<file path="src/rtl/async_rd_slave.sv">
module async_rd_slave #(
  parameter int AW          = 20,
  parameter int DW          = 16,
  parameter int SYNC_STAGES = 2,
  parameter int REG_WAIT    = 10,
  parameter int GAP_CLKS    = 3
) (
  input  logic          clk,
  input  logic          rst_n,
  input  logic          bus_sel_n,
  input  logic          bus_strb_n,
  input  logic          bus_rd,
  input  logic          bus_space,
  input  logic [AW-1:0] bus_addr,
  output logic [DW-1:0] bus_dq,
  output logic          bus_dq_oe,
  output logic          bus_ack_n,
  output logic          bus_ack_oe,
  output logic [AW-1:0] rd_addr,
  output logic          reg_rd,
  input  logic [DW-1:0] reg_rdata,
  output logic          mem_rd,
  input  logic          mem_ready,
  input  logic [DW-1:0] mem_rdata
);

  localparam int CW = $clog2(REG_WAIT + 1);
  localparam int GW = $clog2(GAP_CLKS + 1);
  localparam int TS = SYNC_STAGES - 1;

  typedef enum logic [2:0] {S_IDLE, S_DECODE, S_WAIT_DATA, S_SETUP, S_ACK, S_GAP} st_t;

  st_t             state;
  logic [TS:0]     sel_sy, strb_sy, rd_sy;
  logic [CW-1:0]   wcnt;
  logic [GW-1:0]   gcnt;
  logic            got, space_q;
  logic [AW-1:0]   addr_q;
  logic [DW-1:0]   data_q;

  wire sel_a    = !sel_sy[TS];
  wire strb_a   = !strb_sy[TS];
  wire end_now  = !(sel_a && strb_a);
  wire wait_ok  = (wcnt == CW'(REG_WAIT - 1));
  wire have     = !space_q || got || mem_ready;
  wire in_wait  = (state == S_WAIT_DATA) && !end_now;

  assign rd_addr    = addr_q;
  assign reg_rd     = in_wait && !space_q && wait_ok;
  assign mem_rd     = in_wait && space_q && !got;
  assign bus_dq     = data_q;
  assign bus_dq_oe  = (state == S_SETUP || state == S_ACK) && !end_now;
  assign bus_ack_n  = !((state == S_ACK) && !end_now);
  assign bus_ack_oe = sel_a;

  always_ff @(posedge clk or negedge rst_n) begin
    if (!rst_n) begin
      sel_sy  <= '1;
      strb_sy <= '1;
      rd_sy   <= '0;
    end else begin
      sel_sy  <= {sel_sy[TS-1:0], bus_sel_n};
      strb_sy <= {strb_sy[TS-1:0], bus_strb_n};
      rd_sy   <= {rd_sy[TS-1:0], bus_rd};
    end
  end

  always_ff @(posedge clk or negedge rst_n) begin
    if (!rst_n) begin
      state   <= S_IDLE;
      wcnt    <= '0;
      gcnt    <= '0;
      got     <= 1'b0;
      space_q <= 1'b0;
      addr_q  <= '0;
      data_q  <= '0;
    end else begin
      case (state)
        S_IDLE: begin
          gcnt <= '0;
          if (sel_a && strb_a && rd_sy[TS]) begin
            addr_q  <= bus_addr;
            space_q <= bus_space;
            state   <= S_DECODE;
          end
        end
        S_DECODE: begin
          wcnt  <= '0;
          got   <= 1'b0;
          state <= end_now ? S_GAP : S_WAIT_DATA;
        end
        S_WAIT_DATA: begin
          if (end_now) state <= S_GAP;
          else begin
            if (!wait_ok) wcnt <= wcnt + 1'b1;
            if (space_q && !got && mem_ready) begin
              got    <= 1'b1;
              data_q <= mem_rdata;
            end
            if (wait_ok && have) begin
              if (!space_q) data_q <= reg_rdata;
              state <= S_SETUP;
            end
          end
        end
        S_SETUP: state <= end_now ? S_GAP : S_ACK;
        S_ACK:   if (end_now) state <= S_GAP;
        S_GAP: begin
          if (sel_a) gcnt <= '0;
          else if (gcnt == GW'(GAP_CLKS - 1)) begin
            gcnt  <= '0;
            state <= S_IDLE;
          end else gcnt <= gcnt + 1'b1;
        end
        default: state <= S_IDLE;
      endcase
    end
  end

endmodule

</file>
<file path="config.mk">
export PLATFORM = sky130hd
export DESIGN_NAME = async_rd_slave
export DESIGN_NICKNAME = d
export VERILOG_FILES = /design/src/rtl/async_rd_slave.sv
export SDC_FILE = /design/constraint.sdc
export NUM_CORES = 1
export LEC_CHECK = 0
export ABC_CLOCK_PERIOD_IN_PS = 2400
export CORE_MARGIN = 2
export CORE_UTILIZATION = 25
export CTS_CLUSTER_SIZE = 28
export DETAILED_ROUTE_END_ITERATION = 10
export GPL_ROUTABILITY_DRIVEN = 0
export PLACE_DENSITY = 0.59
export SLEW_MARGIN = 20
export SYNTH_ARGS = -nofsm -noshare
export SYNTH_HDL_FRONTEND = slang
export SYNTH_SLANG_ARGS = --single-unit
</file>
<file path="constraint.sdc">
create_clock -name clk -period 2.4 [get_ports clk]
set_clock_uncertainty 0.15 [all_clocks]
set_input_delay 0.24 -clock clk [delete_from_list [all_inputs] [get_ports clk]]
set_output_delay 0.24 -clock clk [all_outputs]
set_load 0.02 [all_outputs]
</file>
# Yosys cells after proc, flatten, opt, wreduce, memory -nomap -nowiden

Index checks and enable logic that the tools add are counted.

Register bits after elaboration: 53
Bits of input ports: 59
Output and inout port bits: 41

Equal/unequal tests: 15
Reduce and logical (&&, ||, !) cells: 28
$add $sub $neg: 2
Multiplexer cells: 21

Operators by type and width:

| operator                                              | number |
|---|---|
| two-way mux 16 bit                                    | 3 |
| two-way mux 3 bit                                     | 7 |
| case mux 3 bit (6 select lines)                       | 1 |
| logical AND 1 bit                                     | 12 |
| inequality test 2 bit, second input constant          | 5 |
| two-way mux 4 bit                                     | 2 |
| case mux 4 bit (2 select lines)                       | 1 |
| == test 3 x 2 -> 1 bit, second input constant         | 2 |
| == test 3 bit, second input constant                  | 2 |
| AND reduction 3 bit                                   | 2 |
| zero test 1 bit                                       | 5 |
| AND reduction 5 bit                                   | 1 |
| adder 4 x 1 -> 4 bit, second input constant           | 1 |
| == test 4 bit, second input constant                  | 1 |
| two-way mux 2 bit                                     | 2 |
| inequality test 2 x 1 -> 1 bit, second input constant | 2 |
| case mux 2 bit (2 select lines)                       | 1 |
| AND reduction 2 bit                                   | 2 |
| nonzero test 2 bit                                    | 2 |
| == test 3 x 1 -> 1 bit, second input constant         | 1 |
| zero test 3 bit                                       | 1 |
| logical OR 1 bit                                      | 3 |
| two-way mux 1 bit                                     | 3 |
| inequality test 3 x 2 -> 1 bit, second input constant | 1 |
| 3 further kinds                                       | 3 |

# Logic depth before layout (Yosys ltp)

Depth after elaboration: 7
Mapped depth: 7

# Least setup slack after synthesis

No wires, ideal clock.

Path kind: register to output
Start point: reg wcnt[0]
End point: out reg_rd
Data required time: 2010 ps
Path slack: 528 ps
Buffers on the path: 2
Cell stages (with the launch flop): 6
Arrival: 1482 ps
Cell sequence: dfrtp_1 > ha_1 > nand4bb_1 > clkbuf_1 > clkbuf_1 > nor2_1

Cells in the longest elaborated chain, start to end: 2

RTL lines:

| what                   | line | RTL |
|---|---|---|
| start, declared        | 35   | `logic [CW-1:0] wcnt;` |
| start signal, assigned | 95   | `if (!wait_ok) wcnt <= wcnt + 1'b1;` |
| == test 4 bit          | 44   | `wire wait_ok = (wcnt == CW'(REG_WAIT - 1));` |
| logical AND 1 bit      | 49   | `assign reg_rd = in_wait && !space_q && wait_ok;` |
| end, declared          | 20   | `output logic reg_rd,` |

No other way between the ends.

# Final worst setup path

Start point: reg sel_sy[1]
End point: out reg_rd

Cells in the longest elaborated chain, start to end: 5

RTL lines:

| what                            | line | RTL |
|---|---|---|
| start, declared                 | 34   | `logic [TS:0] sel_sy, strb_sy, rd_sy;` |
| start signal, assigned          | 62   | `sel_sy <= {sel_sy[TS-1:0], bus_sel_n};` |
| zero test 1 bit                 | 41   | `wire sel_a = !sel_sy[TS];` |
| logical AND 1 bit               | 43   | `wire end_now = !(sel_a && strb_a);` |
| logical AND 1 bit               | 46   | `wire in_wait = (state == S_WAIT_DATA) && !end_now;` |
| logical AND 1 bit (2 in series) | 49   |  |

No other way between the ends.

==> results.md <==
- The power density of the placed cells is just over 900 nW/um2.
- The routed layout has about 2000 vias.
- In the final layout, the share of cells above drive strength 1 is between 20% and 30%.
- Data on the critical path is required at its endpoint by 2.01 ns.
- The layout overhead on the synthesized area is 54.4%.
- Entering global routing, the biggest net connects 36 pins.
- The H-tree level count is 2.
- Setup slack on the worst reg-to-reg path comes out at ~0.47 ns.
- Ranked by total cell area, the synthesized netlist is headed by sky130_fd_sc_hd__dfrtp_1 (51%), sky130_fd_sc_hd__mux2_2 (9.7%), sky130_fd_sc_hd__a2bb2oi_2 (6.2%).
- The netlist uses 44 different library cells.
- Setup repair after global routing left no endpoint under its margin.
- The die span in y is between 100 and 150 um.
- The HPWL after detailed placement is 4570 um.
- The number of antenna cells inserted is 0.
- The average routed wire per standard cell is about 15 um.
- The first-pass GRT wire length is 10200 um.
- For this run, the top clock speed supported by timing is ~0.44 GHz.
- The root buffer cell is sky130_fd_sc_hd__clkbuf_8.
- The remaining max-slew budget at the tightest pin is between 40 and 50%.
- The total number of nets in the final design is 357.
- The kind of launch point of the worst setup path is a flop.
- Buffers inserted during clock tree synthesis total 5.
- The leakage dissipation is approximately 0.0014 uW.
- The flow ran to the end, and the final reports show no timing, DRC or antenna violations.
- The worst setup path is of the reg2out kind.
- After the first detailed-routing iteration, the DRC count stood at 44.
- The worst hold path belongs to the class in2reg.
- In this run the cell area of the synthesized design comes to about 2400 um2.
- The beginning of the worst register-to-register path is wcnt[0].
- In this run the worst path has a maximum fanout of 9.
- The floorplan step defined a core boundary enclosing 9330 um2.
- The post-route minimum period is roughly 2.3 ns.
- The final count of hold timing violations is 0.
- The synthesized design devotes to its leading area cell type 50.5% of total area.
- Once the floorplan was initialized, standard cells occupied between 20% and 30% of the core.
- After synthesis the netlist holds a flip-flop and latch count of 53.
- Summed over all failing endpoints, the final setup total negative slack is 0 ns.
- The initial antenna violation count came to 0.
- The final setup violation count is 0.
- In this run the horizontal extent of the chip is slightly above 100 um.
- The share of the Yosys chip area taken by registers is 54.9%.
- The worst-case IR drop observed on VDD is 0.000513 V.
- The clock reaches the later pin of the worst-skew pair after 0.31 ns.
- In this run the most critical hold path is launched from bus_sel_n.
- The number of port buffers is roughly 100.
- The detail route stage leaves a number of antenna-violating nets equal to 0.
- The clock passes through at most 2 buffers.
- Across all hold checks on the routed design, the worst slack comes to 0.173 ns.
- CTS saw 53 sinks.
- For this run, design rule violations remaining after detail routing come to 0.
- The number of max-capacitance violations reported is 0.
- The post-synthesis net count is 251.
- For this run, the leading register cell type out of synthesis is sky130_fd_sc_hd__dfrtp_1.
- The buffers inserted during post-CTS setup optimization is 0.
- The critical path starts at sel_sy[1].
- After clock tree synthesis, the clock-pin slew on the worst setup and hold paths is ~0.11 ns.
- The transition at the pin with the smallest max-transition slack is approximately 0.8 ns.
- For this run, the number of Yosys warnings is 0.
- The count of TritonRoute iterations in the first routing pass is 4.
- The async set-reset flop share out of synthesis is 100%.
- The clock tree from TritonCTS is yes.
- The overall routed net length is around 6200 um.
- After global routing the overflow that remains totals 0.
- STA classifies the critical path endpoint as a primary output.
- The cell row count is 35.
- The die footprint is between 10000 and 15000 um2.
- The cell count after synthesis is 190.
- Dividing the final minimum period by the clock period gives between 90% and 100%.
- The synthesized design contains 0 enable-type register cells.
- The synthesized design spends more area on one cell type than any other, namely sky130_fd_sc_hd__dfrtp_1.
- Each instance of the synthesized netlist takes up on average around 13 um2.
- Pin placement for this block handled 100 I/O pins.
- For this run, the total global-route usage over all layers was measured as approximately an eighth.
- The via count of the first global-routing pass came to approximately 2000.
- The average vias per placed instance is between 4 and 5.
- The arrival time reported for the critical path endpoint is 1.87 ns.
- The max-slew violation count is 0.
==> through the flow <==
| step | worst slack [ns] | power (uW) | cell area (um2) | util, % | cells |
|---|---|---|---|---|---|
| after CTS | 0.00922 | 3540 | 3740 | 40.1 | 426 |
| final | 0.135 | 3480 | 3740 | 40.1 | 426 |
| after floorplan | 0.528 | 2070 | 2430 | - | 190 |
| after global routing | 0.0160 | 3700 | 3740 | 40.1 | 426 |
| after detailed placement | 0.373 | 2770 | 3590 | 38.5 | 417 |
| after global placement | 0.425 | 2760 | 3590 | 38.5 | 417 |
==> layer usage <==
layer  track usage (%)  share of wire, %  vias to the layer above
met5                 0                 0                        -
li1                  -                 -                      928
met4              4.10               1.1                        0
met1              16.0                43                      944
met2              19.4                48                       73
met3              4.20               8.4                        6
==> critical path, cell delays in order (launching register included) <==
cell and delay, ns:
sky130_fd_sc_hd__dfstp_2 0.42, sky130_fd_sc_hd__nor3_2 0.26, sky130_fd_sc_hd__nand2_1 0.15, sky130_fd_sc_hd__nor2_1 0.13, sky130_fd_sc_hd__clkdlybuf4s50_1 0.61
==> kinds of logic after synthesis <==
logic type	count (synthesis)	share of synthesized area, %
simple gates	39	9.64
fa+ha+maj	2	1.03
xor+xnor	1	0.361
mux	23	10.6
flops	53	54.9
compound gates	55	19.9
buf+inv	17	3.66
==> area by class of cell <==
| cell class | instances | area (um2) |
|---|---|---|
| repair buffers | 112 | 1090 |
| fillers | 898 | 5580 |
| multi-input cells | 120 | 1010 |
| clock buffers | 5 | 68.8 |
| well taps | 129 | 161 |
| inverters | 4 | 15.0 |
| clock inverters | 3 | 68.8 |
| flip-flops and latches | 53 | 1330 |
==> power by group <==
part	internal, uW	switching (uW)	leakage [uW]
Sequential	1140	152	0.000587
Clock	420	318	0.0000687
Combinational	765	684	0.000794
==> placed cells by master, fill, tap and decap left out, types with 2 or more instances in the layout <==
cell and instances:
sky130_fd_sc_hd__a22o_1 3, sky130_fd_sc_hd__a2bb2oi_1 6, sky130_fd_sc_hd__a2bb2oi_2 10, sky130_fd_sc_hd__buf_4 12, sky130_fd_sc_hd__bufinv_16 2, sky130_fd_sc_hd__clkbuf_8 5
sky130_fd_sc_hd__clkdlybuf4s50_1 98, sky130_fd_sc_hd__dfrtp_1 49, sky130_fd_sc_hd__dfstp_2 4, sky130_fd_sc_hd__ha_1 2, sky130_fd_sc_hd__inv_1 4, sky130_fd_sc_hd__mux2_2 21
sky130_fd_sc_hd__mux2i_1 2, sky130_fd_sc_hd__nand2_1 4, sky130_fd_sc_hd__nand2b_1 4, sky130_fd_sc_hd__nand3_1 4, sky130_fd_sc_hd__nand3b_1 3, sky130_fd_sc_hd__nand4_1 3
sky130_fd_sc_hd__nor2_1 7, sky130_fd_sc_hd__nor3b_1 3, sky130_fd_sc_hd__o211ai_1 3, sky130_fd_sc_hd__o21ai_0 6, sky130_fd_sc_hd__o22ai_1 16
==> timing repair <==
item	4_1_cts	5_1_grt
endpoints found under the hold margin	29	0
endpoints found under the setup margin	0	3
hold buffers	1	0
gates resized for setup	0	2
==> state kept, by name, summed over array words and instances (netlist names), 2 cells and up <==
register and flops:
bus_dq 16, gcnt 2, rd_addr 20, rd_sy 2, sel_sy 2, state 3
strb_sy 2, wcnt 4
==> cells in the mapped netlist (2+ instances only) <==
library cell                count
sky130_fd_sc_hd__dfrtp_1       49
sky130_fd_sc_hd__o211ai_1       3
sky130_fd_sc_hd__nor3_1         2
sky130_fd_sc_hd__a2bb2oi_2     10
sky130_fd_sc_hd__mux2_2        21
sky130_fd_sc_hd__o21ai_0        6
sky130_fd_sc_hd__ha_1           2
sky130_fd_sc_hd__nor2_1         7
sky130_fd_sc_hd__o22ai_1       16
sky130_fd_sc_hd__a22o_1         3
sky130_fd_sc_hd__buf_2          5
sky130_fd_sc_hd__nor3b_1        3
sky130_fd_sc_hd__nand2_1        4
sky130_fd_sc_hd__nand2b_1       4
sky130_fd_sc_hd__mux2i_1        2
sky130_fd_sc_hd__nand4_1        3
sky130_fd_sc_hd__nand3_1        4
sky130_fd_sc_hd__clkbuf_1       6
sky130_fd_sc_hd__a2bb2oi_1      6
sky130_fd_sc_hd__nor2b_1        2
sky130_fd_sc_hd__nand3b_1       3
sky130_fd_sc_hd__dfstp_2        4
sky130_fd_sc_hd__inv_1          4
==> worst paths after layout <==
kind,cells past startpoint,to
worst max register to register,6,bus_dq[1]
worst min register to register,0,strb_sy[1]
worst max-delay path,4,reg_rd
min in group asynchronous,2,bus_dq[2]
max in group asynchronous,3,bus_dq[12]
worst min-delay path,1,sel_sy[0]
No activity file was read; power rests on OpenSTA's default activity.
